==> src/rtl/trl_pkg.sv <==
package trl_pkg;

   typedef enum logic [1:0] {
      VERDICT_OK = 2'd0,
      VERDICT_GP = 2'd1,
      VERDICT_TS = 2'd2,
      VERDICT_NP = 2'd3
   } trl_verdict_e;

   typedef enum logic [1:0] {
      ST_IDLE  = 2'd0,
      ST_CHECK = 2'd1,
      ST_READ  = 2'd2,
      ST_WAIT  = 2'd3
   } trl_state_e;

   localparam logic [3:0] TYPE_AVAIL16 = 4'h1;
   localparam logic [3:0] TYPE_AVAIL32 = 4'h9;
   localparam int         BUSY_BIT     = 1;
   localparam int         SEL_W        = 16;
   localparam int         IDX_W        = SEL_W - 3;

endpackage

==> src/rtl/trl_desc_classify.sv <==
module trl_desc_classify
   import trl_pkg::*;
#(
   parameter int LIMIT_W = 32,
   parameter int MIN16   = 'h2B,
   parameter int MIN32   = 'h67
) (
   input  logic               is_local,
   input  logic               is_nonsys,
   input  logic [3:0]         dtype,
   input  logic [LIMIT_W-1:0] limit,
   input  logic               present,
   output trl_verdict_e       verdict,
   output logic               is32
);

   localparam logic [LIMIT_W-1:0] MIN16_L = LIMIT_W'(MIN16);
   localparam logic [LIMIT_W-1:0] MIN32_L = LIMIT_W'(MIN32);

   if (MIN16 <= 0 || MIN32 <= 0) begin : g_bad_min
      $error("trl_desc_classify: minimum limits must be positive");
   end

   logic sel_bad;
   logic type_bad;
   logic lim_bad;

   always_comb begin
      sel_bad  = is_local | is_nonsys;
      type_bad = (dtype != TYPE_AVAIL16) && (dtype != TYPE_AVAIL32);
      lim_bad  = (dtype == TYPE_AVAIL16) ? (limit < MIN16_L) : (limit < MIN32_L);
      is32     = (dtype == TYPE_AVAIL32);
      if (sel_bad)       verdict = VERDICT_GP;
      else if (type_bad) verdict = VERDICT_GP;
      else if (lim_bad)  verdict = VERDICT_TS;
      else if (!present) verdict = VERDICT_NP;
      else               verdict = VERDICT_OK;
   end

endmodule

==> src/rtl/trl_io_window.sv <==
module trl_io_window #(
   parameter int ADDR_W  = 32,
   parameter int LIMIT_W = 32,
   parameter int IO_W    = 16
) (
   input  logic [ADDR_W-1:0]  base,
   input  logic [LIMIT_W-1:0] limit,
   input  logic [IO_W-1:0]    offset,
   output logic               hit,
   output logic [ADDR_W-1:0]  win_addr,
   output logic [IO_W-1:0]    win_len
);

   if (IO_W > LIMIT_W || IO_W > ADDR_W) begin : g_bad_w
      $error("trl_io_window: offset wider than limit or address");
   end

   logic [LIMIT_W-1:0] off_ext;
   logic [LIMIT_W-1:0] diff;

   always_comb begin
      off_ext  = LIMIT_W'(offset);
      diff     = limit - off_ext;
      hit      = (offset != '0) && (off_ext < limit);
      win_addr = base + ADDR_W'(offset);
   end

   if (LIMIT_W > IO_W) begin : g_trunc
      assign win_len = diff[IO_W-1:0];
   end else begin : g_same
      assign win_len = diff;
   end

endmodule

==> src/rtl/task_reg_load_check.sv <==
module task_reg_load_check
   import trl_pkg::*;
#(
   parameter int ADDR_W     = 32,
   parameter int LIMIT_W    = 32,
   parameter int IO_W       = 16,
   parameter int IOBASE_OFS = 102,
   parameter int MIN16      = 'h2B,
   parameter int MIN32      = 'h67
) (
   input  logic               clk,
   input  logic               rst_n,
   input  logic               req_valid,
   output logic               req_ready,
   input  logic [15:0]        req_sel,
   input  logic               req_local,
   input  logic               req_nonsys,
   input  logic [3:0]         req_type,
   input  logic [LIMIT_W-1:0] req_limit,
   input  logic [ADDR_W-1:0]  req_base,
   input  logic               req_present,
   output logic               mem_rd_valid,
   input  logic               mem_rd_ready,
   output logic [ADDR_W-1:0]  mem_rd_addr,
   input  logic               mem_rsp_valid,
   input  logic [IO_W-1:0]    mem_rsp_data,
   output logic               done,
   output logic               set_busy,
   output logic               fault_gp,
   output logic               fault_ts,
   output logic               fault_np,
   output logic [12:0]        fault_code,
   output logic [15:0]        tr_sel,
   output logic [ADDR_W-1:0]  tr_base,
   output logic [LIMIT_W-1:0] tr_limit,
   output logic [3:0]         tr_type,
   output logic [ADDR_W-1:0]  io_addr,
   output logic [IO_W-1:0]    io_limit
);

   localparam logic [ADDR_W-1:0] OFS_A    = ADDR_W'(IOBASE_OFS);
   localparam logic [3:0]        BUSY_SET = 4'(1 << BUSY_BIT);

   if (ADDR_W < 16 || LIMIT_W < 16) begin : g_bad_w
      $error("task_reg_load_check: address and limit need at least 16 bits");
   end
   if (IOBASE_OFS < 0) begin : g_bad_ofs
      $error("task_reg_load_check: offset location must be non-negative");
   end

   trl_state_e         state;
   logic [15:0]        c_sel;
   logic               c_local;
   logic               c_nonsys;
   logic [3:0]         c_type;
   logic [LIMIT_W-1:0] c_limit;
   logic [ADDR_W-1:0]  c_base;
   logic               c_present;

   trl_verdict_e       verdict;
   logic               is32;
   logic               win_hit;
   logic [ADDR_W-1:0]  win_addr;
   logic [IO_W-1:0]    win_len;

   trl_desc_classify #(
      .LIMIT_W (LIMIT_W),
      .MIN16   (MIN16),
      .MIN32   (MIN32)
   ) u_classify (
      .is_local  (c_local),
      .is_nonsys (c_nonsys),
      .dtype     (c_type),
      .limit     (c_limit),
      .present   (c_present),
      .verdict   (verdict),
      .is32      (is32)
   );

   trl_io_window #(
      .ADDR_W  (ADDR_W),
      .LIMIT_W (LIMIT_W),
      .IO_W    (IO_W)
   ) u_window (
      .base     (c_base),
      .limit    (c_limit),
      .offset   (mem_rsp_data),
      .hit      (win_hit),
      .win_addr (win_addr),
      .win_len  (win_len)
   );

   assign req_ready    = (state == ST_IDLE);
   assign mem_rd_valid = (state == ST_READ);
   assign mem_rd_addr  = c_base + OFS_A;

   always_ff @(posedge clk or negedge rst_n) begin
      if (!rst_n) begin
         state      <= ST_IDLE;
         c_sel      <= '0;
         c_local    <= 1'b0;
         c_nonsys   <= 1'b0;
         c_type     <= '0;
         c_limit    <= '0;
         c_base     <= '0;
         c_present  <= 1'b0;
         done       <= 1'b0;
         set_busy   <= 1'b0;
         fault_gp   <= 1'b0;
         fault_ts   <= 1'b0;
         fault_np   <= 1'b0;
         fault_code <= '0;
         tr_sel     <= '0;
         tr_base    <= '0;
         tr_limit   <= '0;
         tr_type    <= '0;
         io_addr    <= '0;
         io_limit   <= '0;
      end else begin
         done     <= 1'b0;
         set_busy <= 1'b0;
         fault_gp <= 1'b0;
         fault_ts <= 1'b0;
         fault_np <= 1'b0;
         unique case (state)
            ST_IDLE: begin
               if (req_valid) begin
                  c_sel     <= req_sel;
                  c_local   <= req_local;
                  c_nonsys  <= req_nonsys;
                  c_type    <= req_type;
                  c_limit   <= req_limit;
                  c_base    <= req_base;
                  c_present <= req_present;
                  state     <= ST_CHECK;
               end
            end
            ST_CHECK: begin
               fault_code <= c_sel[15:3];
               unique case (verdict)
                  VERDICT_GP: begin fault_gp <= 1'b1; state <= ST_IDLE; end
                  VERDICT_TS: begin fault_ts <= 1'b1; state <= ST_IDLE; end
                  VERDICT_NP: begin fault_np <= 1'b1; state <= ST_IDLE; end
                  default: begin
                     if (is32) begin
                        state <= ST_READ;
                     end else begin
                        done     <= 1'b1;
                        set_busy <= 1'b1;
                        tr_sel   <= c_sel;
                        tr_base  <= c_base;
                        tr_limit <= c_limit;
                        tr_type  <= c_type | BUSY_SET;
                        io_limit <= '0;
                        state    <= ST_IDLE;
                     end
                  end
               endcase
            end
            ST_READ: begin
               if (mem_rd_ready) state <= ST_WAIT;
            end
            default: begin
               if (mem_rsp_valid) begin
                  done     <= 1'b1;
                  set_busy <= 1'b1;
                  tr_sel   <= c_sel;
                  tr_base  <= c_base;
                  tr_limit <= c_limit;
                  tr_type  <= c_type | BUSY_SET;
                  if (win_hit) begin
                     io_addr  <= win_addr;
                     io_limit <= win_len;
                  end else begin
                     io_limit <= '0;
                  end
                  state <= ST_IDLE;
               end
            end
         endcase
      end
   end

endmodule

==> config.mk <==
export PLATFORM = sky130hd
export DESIGN_NAME = task_reg_load_check
export DESIGN_NICKNAME = d
export VERILOG_FILES = /design/src/rtl/trl_pkg.sv /design/src/rtl/trl_desc_classify.sv /design/src/rtl/trl_io_window.sv /design/src/rtl/task_reg_load_check.sv
export SDC_FILE = /design/constraint.sdc
export NUM_CORES = 1
export LEC_CHECK = 0
export BUFFER_PORTS_ARGS = -buffer_cell sky130_fd_sc_hd__buf_2
export CAP_MARGIN = 20
export CORE_MARGIN = 4
export CORE_UTILIZATION = 45
export CTS_CLUSTER_DIAMETER = 30
export CTS_CLUSTER_SIZE = 10
export DETAILED_ROUTE_END_ITERATION = 16
export GPL_TIMING_DRIVEN = 0
export HOLD_SLACK_MARGIN = 0.05
export PLACE_DENSITY = 0.72
export SLEW_MARGIN = 15
export SYNTH_ARGS = -nofsm -noshare
export SYNTH_HDL_FRONTEND = slang
export SYNTH_HIERARCHICAL = 1
export SYNTH_SLANG_ARGS = --single-unit
==> constraint.sdc <==
create_clock -name clk -period 2.7 [get_ports clk]
set_input_delay 0.135 -clock clk [delete_from_list [all_inputs] [get_ports clk]]
set_output_delay 0.135 -clock clk [all_outputs]
set_load 0.05 [all_outputs]
* Word-level counts from Yosys, hierarchy flattened
Cells that the tools add are included.
Cells by class: reductions and logical operators 13, bitwise gates (word level) 3, mux-type cells 42, equal/unequal tests 13, order comparisons 3, $add $sub $neg 3
Operators by type and width (number):
- 32-bit 2-to-1 mux | 6
- 32-bit case mux with 2 select lines | 2
- 16-bit 2-to-1 mux | 7
- 16-bit case mux with 2 select lines | 2
- 32-bit by 16-bit adder with 32-bit output | 1
- 32-bit by 7-bit adder with 32-bit output (second input constant) | 1
- 16-bit by 32-bit < comparator with 1-bit output | 1
- 32-bit by 6-bit < comparator with 1-bit output (second input constant) | 1
- 32-bit by 7-bit < comparator with 1-bit output (second input constant) | 1
- 2-bit 2-to-1 mux | 9
- 16-bit nonzero test | 1
- 16-bit subtractor | 1
- 4-bit 2-to-1 mux | 3
- 1-bit 2-to-1 mux | 10
- 4-bit case mux with 2 select lines | 1
- 2-bit == test (second input constant) | 3
- 2-bit != test (second input constant) | 3
- 2-bit case mux with 3 select lines | 1
- 3-bit AND reduction | 2
- 3-bit OR reduction | 2
- 2-bit by 1-bit == test with 1-bit output (second input constant) | 2
- 4-bit by 1-bit == test with 1-bit output (second input constant) | 1
- 4-bit == test (second input constant) | 1
- 4-bit by 1-bit != test with 1-bit output (second input constant) | 1
- 12 further kinds | 14
Word-level totals: register bits 238, input bits 108

* Logic depth before layout (Yosys ltp)
depth in word-level cells 9, mapped depth 14

* Hierarchy
Netlist, hierarchy kept.
By module, submodules not included:
- task_reg_load_check | area each 9486.6 sq um, seq. area each 5955.7 sq um, cells each 670, times used 1
- trl_io_window | area each 2197.1 sq um, seq. area each 0.0 sq um, cells each 309, times used 1
- trl_desc_classify | area each 156.4 sq um, seq. area each 0.0 sq um, cells each 26, times used 1

* Worst setup path before layout
No wires, ideal clock.
kind register to output, start register c_base[1], end output mem_rd_addr[23], arrival 2582 ps, cell stages (with the launch flop) 8, path slack -17 ps, cell sequence dfrtp_1 > inv_1 > ha_1 > nand3b_1 > a211o_1 > buf_2 > nor4_2 > xor2_1
Between the ends: longest elaborated chain between the ends 1
RTL lines:
- start, declared | RTL line task_reg_load_check.sv:57 | logic [ADDR_W-1:0] c_base;
- start signal, assigned | RTL line task_reg_load_check.sv:133 | c_base <= req_base;
- 32-bit by 7-bit adder with 32-bit output | RTL line task_reg_load_check.sv:95 | assign mem_rd_addr = c_base + OFS_A;
- end, declared | RTL line task_reg_load_check.sv:24 | output logic [ADDR_W-1:0] mem_rd_addr,
No other way between the ends.

* Final worst setup path
start register c_base[0], end register io_addr[26]
Between the ends: longest elaborated chain between the ends 1
RTL lines:
- 32-bit by 16-bit adder with 32-bit output | RTL line trl_io_window.sv:25 | win_addr = base + ADDR_W'(offset);
- via win_addr[26] | RTL line task_reg_load_check.sv:63 | logic [ADDR_W-1:0] win_addr;
- end signal, assigned | RTL line task_reg_load_check.sv:172 | io_addr <= win_addr;
- end, declared | RTL line task_reg_load_check.sv:37 | output logic [ADDR_W-1:0] io_addr,
The timed path passes the listed nets, and every way through them passes these cells. A chain may end at the register's enable or synchronous reset.

==> metrics.txt <==
final-report max-slew violation count=0; ys async rst share=100.0%; post-synthesis cell area=0.01184 mm²; cts bufs inserted=53; most common cell in the synthesized netlist=dfrtp_1; Worst-path clk slew=approximately 50 ps; number of library cell types mapped by synthesis=60; DRT Pass-1 Iters=5; Syn Nets=between 1000 and 1500; Hold Crit Class=input port to flip-flop; status=complete, but fails checks; Post-Place Cell Area=between 0.01 and 0.015 mm²; I/O pin cnt=292; initial antenna violation count=4; CTS tree=done; GPL Wtd Cong=slightly below 0.9; area leader, netlist=dfrtp_1; max-cap violations=0; Final Util=between 70% and 80%; Cells after Synth=roughly 1000; worst skew pair latency=approximately 560 ps; Setup Viol. Count Final=52; fin crit period=between 2000 and 3000 ps; drt total wl=roughly 39 mm; Mean Syn Cell Area=approximately 12 µm²; pin count of the biggest net entering global routing=105; share of cells above drive strength 1=around half; DP HPWL=25.29 mm; DRC Markers=0; clk buf depth=3; failing checks=negative setup slack; Relative slew margins=a little over half; share of the synthesized area in the top cell type=between 50% and 60%; RSZ-0062 raised after global routing=yes; Post-synth top flop=dfrtp_1; post-route ant nets=0; crit-path max FO=4; vias in the first global route=~11000; Die W=roughly 170 µm; sequential fraction of the synthesis area=between 50% and 60%; initial drt markers=578; clk sink count=238; Max IR drop VDD=about 1.3 mV; via/cell ratio=5.408; Final period util=103.2%; Worst EP arrival=~3200 ps; Tightest Pin Transition=694.1 ps; crit start category=flip-flop; std cell rows=59; NumNets Final=around 1700; Max Freq=around 0.36 GHz; Ys Warns=6; CORE AREA=0.02598 mm²; top post-synthesis cells by count=dfrtp_1 (238), mux2_2 (195), nand2_1 (86), inv_1 (58), o21ai_0 (52); Clock Skew=19.42 ps; Pleak=8.812 nW; Initial Util=a little under half; Final WS setup=-86.26 ps; Port Buffers=around 290; root buffer cell=clkbuf_16; total die area=roughly 0.029 mm²; Post-synth EDFFs=0; GRT Residual Overflow=0; final instance area=0.01821 mm²; Hold Fails Final Rpt=0; die height=approximately 170 µm; crit path kind=flip-flop to flip-flop; routed len/inst=20.94 µm; Synth area leaders=dfrtp_1 (50%), mux2_2 (19%), ha_1 (5.1%); critical path endpoint category=flip-flop; power density cells=approximately 1500 mW/mm²; total vias in the final route=about 10000; All-Layer GR Usage=25.69%; Synth Register Bits=around 240; first-pass GRT wire length=approximately 59 mm; Layout area overhead=53.78%; Crit path required time=approximately 3100 ps; H-tree Lvls=2
==> what timing repair did <==
item	CTS	global route
cloned	2	7
pin swaps	17	21
gates resized for setup	124	140
setup endpoints to repair	151	148
setup buffers	21	29
hold buffers	93	0
endpoints found under the hold margin	328	0
==> per-layer routing <==
metal / global-route usage, % / share of wire [%] / vias to the layer above
li1: - / - / 4557
met1: 31.90 / 40 / 5080
met2: 42.31 / 49 / 438
met3: 5.923 / 6.6 / 114
met4: 12.71 / 4.6 / 0
met5: 0 / 0 / -
==> state kept, by name, summed over array words and instances, names as in the netlist, 4 cells and up <==
signal      count
tr_sel         16
tr_limit       32
c_limit        32
io_addr        32
fault_code     13
io_limit       16
tr_type         4
c_sel          16
c_type          4
c_base         32
tr_base        32
==> per-stage QoR <==
step	TNS, ps	hold slack (ps)	power, W	std cells	setup WS [ps]
finish	-922.8	170.9	0.02783	1884	-86.26
global placement	-739420	324.5	0.01879	1631	-2718
floorplan	0	-160.6	0.01582	1005	38.81
global route	-12070	195.3	0.02910	1884	-174.4
CTS	-119.3	119.5	0.02679	1847	-36.78
detailed placement	-97110	33.28	0.01906	1633	-1141
==> final timing paths <==
path | start | end | slack [ps] | cells past startpoint
worst max-delay path | c_base[0] | io_addr[26] | -90 | 11
worst min-delay path | mem_rsp_data[1] | io_limit[1] | 170 | 5
worst max register to register | c_base[0] | io_addr[26] | -90 | 11
worst min register to register | io_limit[12] | io_limit[12] | 470 | 2
max in group asynchronous | rst_n | c_limit[25] | 1070 | 4
min in group asynchronous | rst_n | tr_limit[22] | 570 | 3
==> report_power, final <==
group          internal, W  total (W)  switching, W
sequential         0.00534    0.00697       0.00163
combinational      0.00487     0.0140       0.00908
clock              0.00477    0.00691       0.00214
total               0.0150     0.0278        0.0129
==> placed cells by master (no fill, tap or decap), types with 14 or more instances in the layout <==
master	netlist	layout
xor2_1	29	27
nor2_1	33	30
nand2_1	86	86
inv_1	58	55
buf_6	2	14
dlygate4sd3_1	0	93
mux2_4	0	31
a21oi_1	28	23
o21ai_1	0	20
clkbuf_16	0	60
buf_2	28	289
ha_1	48	33
buf_12	0	14
dfrtp_2	0	24
dfrtp_1	238	214
mux2_2	195	166
xnor2_1	40	40
o21ai_0	52	27
buf_4	3	51
==> kinds of logic after synthesis <==
| family | share of synthesized area [%] |
|---|---|
| xor gates and xnor gates | 5.104 |
| DFF | 50.30 |
| buffers and inverters | 3.656 |
| adders and majority gates | 5.411 |
| AOI/OAI and AO/OA | 7.324 |
| muxes | 18.82 |
| and+or+nand+nor | 9.384 |
==> worst max-delay path: stages, from the launching register on <==
cell and delay [ps]:
dfrtp_1 390, ha_2 220, inv_2 40, fa_2 330
and2b_1 230, o2111ai_2 150, a31o_4 280, a211oi_4 310
o21ai_2 190, nor2_1 170, xor2_1 90, mux2_2 270
==> final cells by class <==
| cell class | count | area, µm² |
|---|---|---|
| Fill cell | 1742 | 7777 |
| Multi-Input combinational cell | 668 | 6042 |
| Sequential cell | 238 | 5986 |
| Timing Repair Buffer | 442 | 3179 |
| Clock buffer | 65 | 1441 |
| Clock inverter | 34 | 506.7 |
| Tap cell | 335 | 419.2 |
| Buffer | 40 | 405.4 |
| Inverter | 58 | 217.7 |
| Antenna cell | 4 | 10.01 |
(Power assumes the default switching activity.)
